$ cat config.mk
export PLATFORM = sky130hd
export DESIGN_NAME = prio_irq_unit
export DESIGN_NICKNAME = d
export VERILOG_FILES = /design/src/rtl/prio_irq_pkg.sv /design/src/rtl/prio_irq_sampler.sv /design/src/rtl/prio_irq_resolver.sv /design/src/rtl/prio_irq_unit.sv
export SDC_FILE = /design/constraint.sdc
export NUM_CORES = 1
export LEC_CHECK = 0
export ABC_AREA = 1
export BUFFER_PORTS_ARGS = -buffer_cell sky130_fd_sc_hd__buf_2
export CAP_MARGIN = 0
export CORE_AREA = 2 2 42 44
export CTS_CLUSTER_DIAMETER = 50
export DETAILED_ROUTE_END_ITERATION = 8
export DIE_AREA = 0 0 44 46
export PLACE_DENSITY = 0.71
export SLEW_MARGIN = 20
export SYNTH_ARGS = -nofsm -noshare
export SYNTH_HDL_FRONTEND = slang
export SYNTH_SLANG_ARGS = --single-unit
$ cat constraint.sdc
create_clock -name clk -period 1.33 [get_ports clk]
set_input_delay 0.133 -clock clk [delete_from_list [all_inputs] [get_ports clk]]
set_output_delay 0.133 -clock clk [all_outputs]
set_load 0.05 [all_outputs]
$ cat src/rtl/prio_irq_pkg.sv
`timescale 1ns/1ps
package prio_irq_pkg;

    // Which kind of source currently wins arbitration.
    typedef enum logic [1:0] {
        WIN_NONE = 2'd0,
        WIN_TOP  = 2'd1,
        WIN_LVL  = 2'd2
    } win_kind_e;

    // Width of an index into NLVL levels; never below one bit.
    function automatic int idx_width(input int n);
        return (n > 1) ? $clog2(n) : 1;
    endfunction

endpackage

$ cat src/rtl/prio_irq_sampler.sv
`timescale 1ns/1ps
// Registers the active-low request pins as active-high and flags the
// cycle in which each one has just become active.
module prio_irq_sampler #(
    parameter int W = 4
) (
    input  logic         clk,
    input  logic         rst_n,
    input  logic [W-1:0] raw_n,
    output logic [W-1:0] act,
    output logic [W-1:0] fall
);
    logic [W-1:0] smp_d, smp_q;
    logic [W-1:0] prv_d, prv_q;

    always_comb begin
        smp_d = ~raw_n;
        prv_d = smp_q;
    end

    always_ff @(posedge clk or negedge rst_n) begin
        if (!rst_n) begin
            smp_q <= '0;
            prv_q <= '0;
        end else begin
            smp_q <= smp_d;
            prv_q <= prv_d;
        end
    end

    assign act  = smp_q;
    assign fall = smp_q & ~prv_q;
endmodule

$ cat src/rtl/prio_irq_resolver.sv
`timescale 1ns/1ps
// Pure combinational choice of the winning source and its vector.
module prio_irq_resolver
    import prio_irq_pkg::*;
#(
    parameter int                       NLVL    = 3,
    parameter int                       VW      = 8,
    parameter logic [VW-1:0]            VEC_TOP = 8'h24,
    parameter logic [NLVL-1:0][VW-1:0]  VEC_LVL = {8'h3C, 8'h34, 8'h2C},
    localparam int                      IDXW    = idx_width(NLVL)
) (
    input  logic            top_hit,
    input  logic [NLVL-1:0] lvl_elig,
    output win_kind_e       kind,
    output logic [IDXW-1:0] idx,
    output logic [VW-1:0]   vec
);
    always_comb begin
        kind = WIN_NONE;
        idx  = '0;
        vec  = '0;
        // Ascending scan: a later (higher) index overrides a lower one.
        for (int i = 0; i < NLVL; i++) begin
            if (lvl_elig[i]) begin
                kind = WIN_LVL;
                idx  = IDXW'(i);
                vec  = VEC_LVL[i];
            end
        end
        if (top_hit) begin
            kind = WIN_TOP;
            idx  = '0;
            vec  = VEC_TOP;
        end
    end
endmodule

$ cat src/rtl/prio_irq_unit.sv
`timescale 1ns/1ps
module prio_irq_unit
    import prio_irq_pkg::*;
#(
    parameter int                       NLVL       = 3,
    parameter int                       VW         = 8,
    parameter logic [VW-1:0]            VEC_TOP    = 8'h24,
    parameter logic [NLVL-1:0][VW-1:0]  VEC_LVL    = {8'h3C, 8'h34, 8'h2C},
    parameter logic [NLVL-1:0]          EDGE_SENSE = 3'b100,
    localparam int                      STW        = 2*NLVL + 1
) (
    input  logic            clk,
    input  logic            rst_n,
    input  logic            top_req_n,
    input  logic [NLVL-1:0] lvl_req_n,
    input  logic            en_set,
    input  logic            en_clr,
    input  logic            cfg_we,
    input  logic [NLVL:0]   cfg_wdata,
    input  logic            int_ack,
    output logic            int_req,
    output logic [VW-1:0]   int_vec,
    output logic [STW-1:0]  stat
);
    localparam int IDXW = idx_width(NLVL);

    typedef struct packed {
        logic [NLVL-1:0] mask;
        logic            gie;
        logic            top_lat;
        logic [NLVL-1:0] edge_lat;
    } state_t;

    state_t st_d, st_q;

    logic [NLVL:0]     act, fall;
    logic [NLVL-1:0]   lvl_pend, lvl_elig;
    logic              top_hit, take;
    win_kind_e         kind;
    logic [IDXW-1:0]   idx;

    prio_irq_sampler #(.W(NLVL+1)) i_sampler (
        .clk   (clk),
        .rst_n (rst_n),
        .raw_n ({top_req_n, lvl_req_n}),
        .act   (act),
        .fall  (fall)
    );

    // Per-level sensing variant chosen by parameter.
    for (genvar g = 0; g < NLVL; g++) begin : g_sense
        if (EDGE_SENSE[g]) begin : g_edge
            assign lvl_pend[g] = st_q.edge_lat[g];
        end else begin : g_level
            assign lvl_pend[g] = act[g];
        end
    end

    assign top_hit  = st_q.top_lat & act[NLVL];
    assign lvl_elig = lvl_pend & ~st_q.mask & {NLVL{st_q.gie}};

    prio_irq_resolver #(
        .NLVL    (NLVL),
        .VW      (VW),
        .VEC_TOP (VEC_TOP),
        .VEC_LVL (VEC_LVL)
    ) i_resolver (
        .top_hit  (top_hit),
        .lvl_elig (lvl_elig),
        .kind     (kind),
        .idx      (idx),
        .vec      (int_vec)
    );

    assign int_req = (kind != WIN_NONE);
    assign take    = int_ack & int_req;

    always_comb begin
        st_d = st_q;
        if (en_clr) st_d.gie = 1'b0;
        if (en_set) st_d.gie = 1'b1;
        if (cfg_we) begin
            st_d.mask = cfg_wdata[NLVL-1:0];
            if (cfg_wdata[NLVL]) st_d.edge_lat = '0;
        end
        // The non-maskable latch survives only while the pin stays active.
        if (!act[NLVL]) st_d.top_lat = 1'b0;
        if (take) begin
            st_d.gie = 1'b0;
            if (kind == WIN_TOP) st_d.top_lat = 1'b0;
            else                 st_d.edge_lat[idx] = 1'b0;
        end
        // A fresh edge in the same cycle counts as a new event.
        st_d.edge_lat = st_d.edge_lat | (fall[NLVL-1:0] & EDGE_SENSE);
        if (fall[NLVL]) st_d.top_lat = 1'b1;
    end

    always_ff @(posedge clk or negedge rst_n) begin
        if (!rst_n) begin
            st_q      <= '0;
            st_q.mask <= '1;
        end else begin
            st_q <= st_d;
        end
    end

    assign stat = {lvl_pend, st_q.gie, st_q.mask};
endmodule

==> run_results.csv, run 1 <==
group,metric,value,unit
synthesis,netlist_area,581,um2
power_and_ir_drop,switching_share,37.3,%
cts,cts_tree,"yes",
floorplan,start_util,36.0,%
synthesis,synth_warnings,0,
placed_design,dp_hpwl,768,um
drt,drt-initial-drc-count,2,
drt,drt.antenna.violating_nets,0,
cells_and_area,antenna_cells,0,
setup_path,cp-start-kind,"register",
drt,drt_pre_antenna_iters,3,
power_and_ir_drop,fin_total_pwr,1.16,mW
power_and_ir_drop,power_density,1390,mW/mm2
power_and_ir_drop,power_frac_clock,24.4,%
drt,vias,438,
floorplan,fp.dieW,44,um
setup_path,critical_path.max_fanout,4,
timing,achievable-frequency,714,MHz
power_and_ir_drop,p_int,0.726,mW
cells_and_area,drive_gt1_share,61.2,%
timing,skew,0.00290,ns
timing,setup_violations,5,
status,status,"finished, violations left",
placed_design,gp_congestion,0.735,
synthesis,synthCells,58,
floorplan,ios,30,
grt,grt_max_degree,13,
grt,grt_antenna_before_repair,0,
setup_path,cp_slowest_cell,"dfstp_2",
cts,clk_pin_slew,0.07,ns
cts,numCtsBuffers,3,
cts,clock_sinks,12,
timing,drv_slew,0,
cells_and_area,fill_cells,148,
placed_design,placed_area,647,um2
synthesis,ys_seq_area_share,52.4,%
cts,cts-root-buf,"clkbuf_4",
placed_design,pre_cts_ws,0.141,ns
timing,final_hold_viol_count,0,
drt,vias_per_cell,4.29,
timing,post-route-min-period,1.40,ns
cells_and_area,final_common_cell,"buf_2",
cts,clk_path_buf_depth,2,
cells_and_area,layout.nets,100,
setup_path,path_buf_inv,1,
power_and_ir_drop,pwr-share-comb,38.5,%
setup_path,worstPathArrival,1.27,ns
setup_path,crit_chain,"nor2_2 > nor2_4 > nand2_4 > buf_8",
setup_path,slowest_delay,0.56,ns
timing,layout_setup_ws,-0.0697,ns
placed_design,portBuffers,25,
grt,grt_use_total,11.4,%
synthesis,ys_ff_latch,12,
worst_hold_path,hold_class,"primary input to register",
power_and_ir_drop,power_switching,0.432,mW
setup_path,endpoint_kind,"output pin",
setup_path,crit_family,"flip-flops",
grt,grt_pass1_wl,1610,um
drt,wl_per_cell,9.91,um
placed_design,place_inst,90,
floorplan,dieArea,0.00202,mm2
setup_path,critPathKind,"register to output pin",
cells_and_area,finalNonFillerCells,102,
power_and_ir_drop,pwr-share-seq,37.1,%
flow_run,maxCapViolations,0,
cts,clk_latency,0.27,ns
power_and_ir_drop,p_leak,0.422,nW
setup_path,required,1.20,ns
timing,fin_crit_sh,105,%
cells_and_area,mostFrequentLayoutCells,"buf_2, dfrtp_1, inv_1",
cts,cts_max_level,1,
drt,route.detailed.drc,0,
timing,rsz0062_at_grt,"true",
drt,wirelength,1010,um
grt,grt.overflow.total,0,
floorplan,design.core.area,0.00161,mm2
grt,grt_pass1_vias,403,
floorplan,dieHeight,46,um
floorplan,row_count,15,
power_and_ir_drop,vdd_drop_max,599,uV
cells_and_area,synthToLayoutAreaGrowth,43.5,%
status,violations,"setup timing",
synthesis,yosys.cell_types.count,17,
cells_and_area,final_area,833,um2
synthesis,syn_area_per_cell,10.0,um2
state kept, by name, indices dropped and copies added, names as in the netlist:
signal and count:
st_q 1, i_sampler.act 4, i_sampler.prv_q 2, stat 5
final cells by class:
| cell class | count | area [um2] | area share (%) |
|---|---|---|---|
| tap | 17 | 21.3 | 2.55 |
| sequential | 12 | 305 | 36.6 |
| clock buffer | 4 | 36.3 | 4.35 |
| multi-input combinational | 28 | 200 | 24.0 |
| timing repair buffer | 33 | 240 | 28.8 |
| inverter | 8 | 30.0 | 3.60 |
Yosys cell counts:
cell	n	area [um2]
conb_1	1	3.75
mux2_2	1	11.3
dfstp_2	3	78.8
nor2_1	2	7.51
dfrtp_1	9	225
nor2_2	4	25.0
nand2_1	5	18.8
a21boi_0	1	7.51
o22ai_1	1	6.26
a21oi_1	1	5.00
inv_1	8	30.0
o21ai_1	3	15.0
nand2_2	2	12.5
mux2_1	2	22.5
buf_4	13	97.6
a21oi_2	1	8.76
nand3_1	1	5.00
power groups by stage:
stage | logic (mW) | clock network (mW) | registers, mW
final | 0.445 | 0.283 | 0.430
after detailed placement | 0.342 | 0 | 0.430
after global placement | 0.338 | 0 | 0.429
after floorplan | 0.319 | 0 | 0.425
after global routing | 0.471 | 0.314 | 0.434
after CTS | 0.437 | 0.292 | 0.425
cell families after synthesis:
group	count (synthesis)	share of synthesized area (%)
buffers and inverters	21	22.0
and+or+nand+nor	14	11.9
DFF	12	52.4
AOI/OAI and AO/OA	7	7.33
muxes	3	5.82
other	1	0.646
layer usage:
metal / vias up / wire length [um] / global-route usage [%]
met3: 2 / 45 / 3.57
met4: 0 / 8 / 7.27
met5: - / 0 / 0
met2: 16 / 516 / 16.5
li1: 217 / - / -
met1: 203 / 441 / 14.7
repair_timing:
action	in CTS	in global routing
hold buffers	5	0
endpoints found under the hold margin	16	0
buffers inserted	2	1
setup endpoints to repair	5	5
pin swaps	4	5
resized for setup	18	6
worst reg2reg max path: stages, from the launching register on:
cell and delay (ns):
dfstp_2 0.56, nor2_2 0.05, nor2_4 0.13, nand2_4 0.09
buf_4 0.14, a21oi_2 0.09
metrics by stage:
| step | util [%] | setup TNS (ns) | hold slack, ns |
|---|---|---|---|
| detailed placement | 40.1 | 0 | 0.0201 |
| global route | 51.6 | -0.641 | 0.0521 |
| global placement | 40.1 | 0 | 0.0159 |
| floorplan | - | 0 | -0.163 |
| CTS | 50.2 | -0.392 | 0.0619 |
| finish | 51.6 | -0.270 | 0.0614 |
worst paths after layout:
kind	startpoint	to	slack, ns	depth (start not counted)
setup / recovery	stat[1]	int_req	-0.07	4
hold / removal	int_ack	stat[3]	0.06	2
setup reg to reg	stat[1]	stat[3]	0.19	5
hold reg to reg	i_sampler.act[2]	i_sampler.prv_q[2]	0.38	0
max in group asynchronous	rst_n	stat[1]	0.80	2
min in group asynchronous	rst_n	i_sampler.prv_q[2]	0.26	2
(Power assumes the default switching activity.)
==> run 2: changes to the inputs <==
--- a/config.mk
+++ b/config.mk
@@ -8,11 +8,13 @@
 export ABC_AREA = 1
 export BUFFER_PORTS_ARGS = -buffer_cell sky130_fd_sc_hd__buf_2
 export CAP_MARGIN = 0
-export CORE_AREA = 2 2 42 44
+export CELL_PAD_IN_SITES_DETAIL_PLACEMENT = 2
+export CELL_PAD_IN_SITES_GLOBAL_PLACEMENT = 2
+export CORE_AREA = 2 2 53 55
 export CTS_CLUSTER_DIAMETER = 50
 export DETAILED_ROUTE_END_ITERATION = 8
-export DIE_AREA = 0 0 44 46
-export PLACE_DENSITY = 0.71
+export DIE_AREA = 0 0 55 57
+export PLACE_DENSITY = 0.75
 export SLEW_MARGIN = 20
 export SYNTH_ARGS = -nofsm -noshare
 export SYNTH_HDL_FRONTEND = slang
==> run 2 against run 1 <==
  * The flow still finishes with violations (setup timing)
  * Clock power increased by 1%
  * Count of clock-buffer cells in the layout unchanged
  * Combinational power grew 6.3%
  * Global-route usage down 1.2 points
  * Largest cell class unchanged
  * Largest power group unchanged
  * Highest routed layer unchanged
==> run_results.csv, run 2 (synthesis results as in run 1) <==
group,metric,value,unit
placed_design,gp_congestion,0.668,
setup_path,crit_top_cell,"nor2_4",
timing,skew,0.00241,ns
placed_design,portBuffers,25,
cts,cts_max_level,1,
cells_and_area,finalNonFillerCells,120,
cells_and_area,final_common_cell,"buf_2",
grt,grt_use_total,10.2,%
cells_and_area,finalCoreUtilization,33.8,%
power_and_ir_drop,fin_total_pwr,1.19,mW
cts,clk_latency,0.27,ns
timing,rsz0062_at_grt,"true",
grt,grt_max_degree,13,
cts,cts_tree,"yes",
setup_path,critical_path.max_fanout,4,
status,status,"finished, violations left",
cells_and_area,mostFrequentLayoutCells,"buf_2, inv_1, dfrtp_1, buf_4, dlygate4sd3_1",
floorplan,ios,30,
timing,holdWs,0.0703,ns
setup_path,rr_worst_depth,5,
cts,clk_pin_slew,0.08,ns
timing,post-route-min-period,1.42,ns
drt,wl_per_cell,12.3,um
setup_path,cp_slowest_cell,"dfstp_2",
drt,wirelength,1470,um
drt,drt.antenna.violating_nets,0,
cells_and_area,drive_gt1_share,61.8,%
worst_hold_path,hold_class,"primary input to register",
timing,final_hold_viol_count,0,
setup_path,worstPathArrival,1.29,ns
floorplan,dieHeight,57,um
power_and_ir_drop,p_leak,0.446,nW
cts,numCtsBuffers,3,
floorplan,design.core.area,0.00262,mm2
cts,clock_sinks,12,
drt,vias_per_cell,3.96,
power_and_ir_drop,power_density,1350,mW/mm2
cells_and_area,antenna_cells,0,
grt,grt_pass1_wl,2170,um
setup_path,crit_family,"flip-flops",
timing,drv_slew,0,
cells_and_area,synthToLayoutAreaGrowth,52.2,%
placed_design,place_inst,104,
cells_and_area,final_area,883,um2
timing,fin_crit_sh,107,%
floorplan,fp.dieW,55,um
cts,cts-root-buf,"clkbuf_4",
setup_path,critPathKind,"register to output pin",
placed_design,pre_cts_ws,0.0619,ns
setup_path,cp.depth,4,
drt,vias,475,
cells_and_area,layout.nets,104,
power_and_ir_drop,vdd_drop_max,611,uV
flow_run,maxCapViolations,0,
timing,setup_violations,5,
timing,final.setup.tns,-0.407,ns
floorplan,row_count,19,
setup_path,endpoint_kind,"output pin",
cts,clk_path_buf_depth,2,
floorplan,start_util,22.2,%
setup_path,cp-start-kind,"register",
timing,layout_setup_ws,-0.0919,ns
grt,grt.overflow.total,0,
grt,grt_antenna_before_repair,0,
drt,drt-initial-drc-count,3,
grt,grt_pass1_vias,473,
setup_path,slowest_delay,0.56,ns
placed_design,placed_area,664,um2
placed_design,dp_hpwl,1040,um
drt,route.detailed.drc,0,
cells_and_area,largest_reg_flops,5,
worst_hold_path,hold_depth,2,
floorplan,dieArea,0.00314,mm2
setup_path,crit_chain,"nor2_4 > nor2_4 > nand2_4 > buf_8",
setup_path,path_buf_inv,1,
drt,drt_pre_antenna_iters,2,
setup_path,required,1.20,ns
timing,achievable-frequency,703,MHz
status,violations,"setup timing",
## run 2: cell count changes in the layout (fill, tap and decap cells not counted)
| cell | delta |
|---|---|
| inv_1 | +1 |
| buf_2 | -1 |
| inv_2 | -1 |
| buf_4 | +5 |
## run 2: metal layers
layer	wire length [um]	global-route usage (%)	part of all wire [%]	up-vias
li1	-	-	-	224
met3	72	1.57	4.9	6
met4	44	8.36	3.0	0
met5	0	0	0	-
met2	836	18.5	57	21
met1	516	9.30	35	224
## run 2: power breakdown
| part | total, mW | switching (mW) | internal (mW) |
|---|---|---|---|
| sequential | 0.431 | 0.0286 | 0.402 |
| clock | 0.287 | 0.121 | 0.166 |
| combinational | 0.473 | 0.303 | 0.170 |
| total | 1.19 | 0.452 | 0.739 |
## run 2: cell type report
type,count,area [um2]
Tap cell,31,38.8
Fill cell,304,1730
Multi-Input combinational cell,28,200
Sequential cell,12,305
Inverter,8,30.0
Clock buffer,4,36.3
Timing Repair Buffer,37,273
## run 2: repair_timing
item	CTS	global route
hold buffers	5	0
endpoints found under the setup margin	5	5
pin swaps	3	2
endpoints found under the hold margin	16	0
gates resized for setup	19	5
buffers inserted	6	1
## run 2: worst paths after layout
| path | to | slack (ns) | from |
|---|---|---|---|
| min in group asynchronous | i_sampler.prv_q[2] | 0.27 | rst_n |
| min | stat[3] | 0.07 | int_ack |
| min reg2reg | i_sampler.prv_q[2] | 0.38 | i_sampler.act[2] |
| max in group asynchronous | stat[1] | 0.79 | rst_n |
| max reg2reg | stat[3] | 0.15 | stat[2] |
| max | int_vec[5] | -0.09 | stat[2] |
==> run 3: changes to the inputs <==
--- a/config.mk
+++ b/config.mk
@@ -11,10 +11,11 @@
 export CELL_PAD_IN_SITES_DETAIL_PLACEMENT = 2
 export CELL_PAD_IN_SITES_GLOBAL_PLACEMENT = 2
 export CORE_AREA = 2 2 53 55
-export CTS_CLUSTER_DIAMETER = 50
+export CTS_CLUSTER_DIAMETER = 150
 export DETAILED_ROUTE_END_ITERATION = 8
 export DIE_AREA = 0 0 55 57
 export PLACE_DENSITY = 0.75
+export SETUP_SLACK_MARGIN = 0.02
 export SLEW_MARGIN = 20
 export SYNTH_ARGS = -nofsm -noshare
 export SYNTH_HDL_FRONTEND = slang
==> run 3 against run 2 <==
  * The run still ends with setup timing left
  * Utilization increased by 0.14 points
  * Non-clock buffer count unchanged
  * Hold slack about the same
  * Via count unchanged
  * Count of clock-buffer cells in the layout is the same
  * Largest cell class unchanged
  * Clock skew did not move
  * Critical endpoint is now int_req
==> run_results.csv, run 3 (synthesis results as in run 1) <==
group,metric,value,unit
drt,wl_per_cell,12.5,um
grt,grt.overflow.total,0,
setup_path,cp-start-kind,"register",
setup_path,critical_path.max_fanout,4,
grt,grt_max_degree,13,
cells_and_area,final_common_cell,"buf_2",
timing,layout_setup_ws,-0.0942,ns
floorplan,row_count,19,
timing,final_hold_viol_count,0,
status,status,"finished, violations left",
setup_path,worstPathArrival,1.29,ns
timing,fin_crit_sh,107,%
placed_design,dp_hpwl,1040,um
placed_design,gp_congestion,0.668,
grt,grt_use_total,10.2,%
power_and_ir_drop,vdd_drop_max,619,uV
setup_path,crit_path_end,"int_req",
cells_and_area,largest_reg_flops,5,
timing,post-route-min-period,1.42,ns
setup_path,worstReg2RegEnd,"stat[3]",
drt,vias,475,
setup_path,critPathKind,"register to output pin",
setup_path,rr_startpoint,"stat[2]",
floorplan,design.core.area,0.00262,mm2
setup_path,crit_top_cell,"nor2_4",
setup_path,startpoint,"stat[2]",
grt,grt_pass1_vias,473,
power_and_ir_drop,power_density,1350,mW/mm2
setup_path,cp_slowest_cell,"dfstp_2",
cts,clk_pin_slew,0.08,ns
cells_and_area,drive_gt1_share,61.8,%
worst_hold_path,hold_class,"primary input to register",
floorplan,dieHeight,57,um
cts,cts_max_level,1,
setup_path,endpoint_kind,"output pin",
floorplan,dieArea,0.00314,mm2
worst_hold_path,min_from,"int_ack",
setup_path,required,1.20,ns
timing,setup_violations,5,
status,violations,"setup timing",
placed_design,portBuffers,25,
drt,drt.antenna.violating_nets,0,
worst_hold_path,hold_depth,2,
timing,holdWs,0.0703,ns
power_and_ir_drop,fin_total_pwr,1.19,mW
floorplan,start_util,22.2,%
flow_run,maxCapViolations,0,
cts,clk_path_buf_depth,2,
cells_and_area,antenna_cells,0,
grt,grt_antenna_before_repair,0,
timing,achievable-frequency,702,MHz
drt,vias_per_cell,3.96,
setup_path,crit_family,"flip-flops",
drt,route.detailed.drc,0,
cells_and_area,layout.nets,104,
setup_path,reg2reg_setup_slack,0.14,ns
setup_path,slowest_delay,0.56,ns
timing,rsz0062_at_grt,"true",
cts,clk_latency,0.27,ns
power_and_ir_drop,p_leak,0.447,nW
cells_and_area,mostFrequentLayoutCells,"buf_2, inv_1, dfrtp_1",
grt,grt_pass1_wl,2170,um
drt,wirelength,1490,um
setup_path,path_buf_inv,1,
floorplan,fp.dieW,55,um
setup_path,rr_worst_depth,5,
drt,drt_pre_antenna_iters,2,
timing,skew,0.00241,ns
cts,clock_sinks,12,
floorplan,ios,30,
timing,drv_slew,0,
setup_path,cp.depth,4,
cts,numCtsBuffers,3,
cells_and_area,fill_cells,304,
cts,cts-root-buf,"clkbuf_4",
drt,drt-initial-drc-count,3,
cts,cts_tree,"yes",
setup_path,crit_chain,"nor2_4 > nor2_4 > nand2_4 > buf_8",
cells_and_area,synthToLayoutAreaGrowth,52.8,%
run 3: cell counts in the layout (fill, tap and decap cells not counted):
No cell type changed its count.
run 3: through the flow:
stage                     util (%)  instances  setup TNS (ns)  cell area (um2)  setup WS [ns]
after floorplan                  -         61               0              598        0.00183
after global placement        25.4        104               0              664         0.0830
after detailed placement      25.4        104               0              664         0.0619
after CTS                     33.0        119          -0.550              862         -0.140
after global routing          33.9        120          -0.825              887         -0.163
final                         33.9        120          -0.414              887        -0.0942
run 3: routing by layer:
layer / global-route usage (%) / up-vias / routed length [um]
met3: 1.57 / 6 / 71
met4: 8.36 / 0 / 44
met5: 0 / - / 0
met2: 18.5 / 21 / 857
li1: - / 224 / -
met1: 9.30 / 224 / 520
run 3: area by class of cell:
type                       count  area (um2)  area share (%)
tap                           31        38.8            4.37
timing repair buffer          37         277            31.2
multi-input combinational     28         200            22.6
clock buffer                   4        36.3            4.09
inverter                       8        30.0            3.39
sequential                    12         305            34.4
run 3: what timing repair did:
| action | CTS | global route |
|---|---|---|
| resized for setup | 19 | 6 |
| hold endpoints to repair | 16 | 0 |
| buffers inserted | 6 | 1 |
| endpoints found under the setup margin | 5 | 6 |
| hold buffers | 5 | 0 |
| pin swaps | 3 | 2 |
run 3: worst min path at each step:
stage,slack (ns),to
after floorplan,-0.16,i_sampler.act[0]
after detailed placement,0.03,i_sampler.prv_q[2]
final,0.07,stat[3]
after CTS,0.07,stat[3]
after global placement,0.02,stat[3]
after global routing,0.05,stat[3]
run 3: power breakdown:
| group | internal [mW] | total, mW | leakage [nW] | switching [mW] |
|---|---|---|---|---|
| clock network | 0.166 | 0.287 | 0.0210 | 0.121 |
| registers | 0.402 | 0.431 | 0.136 | 0.0286 |
| logic | 0.172 | 0.477 | 0.290 | 0.305 |
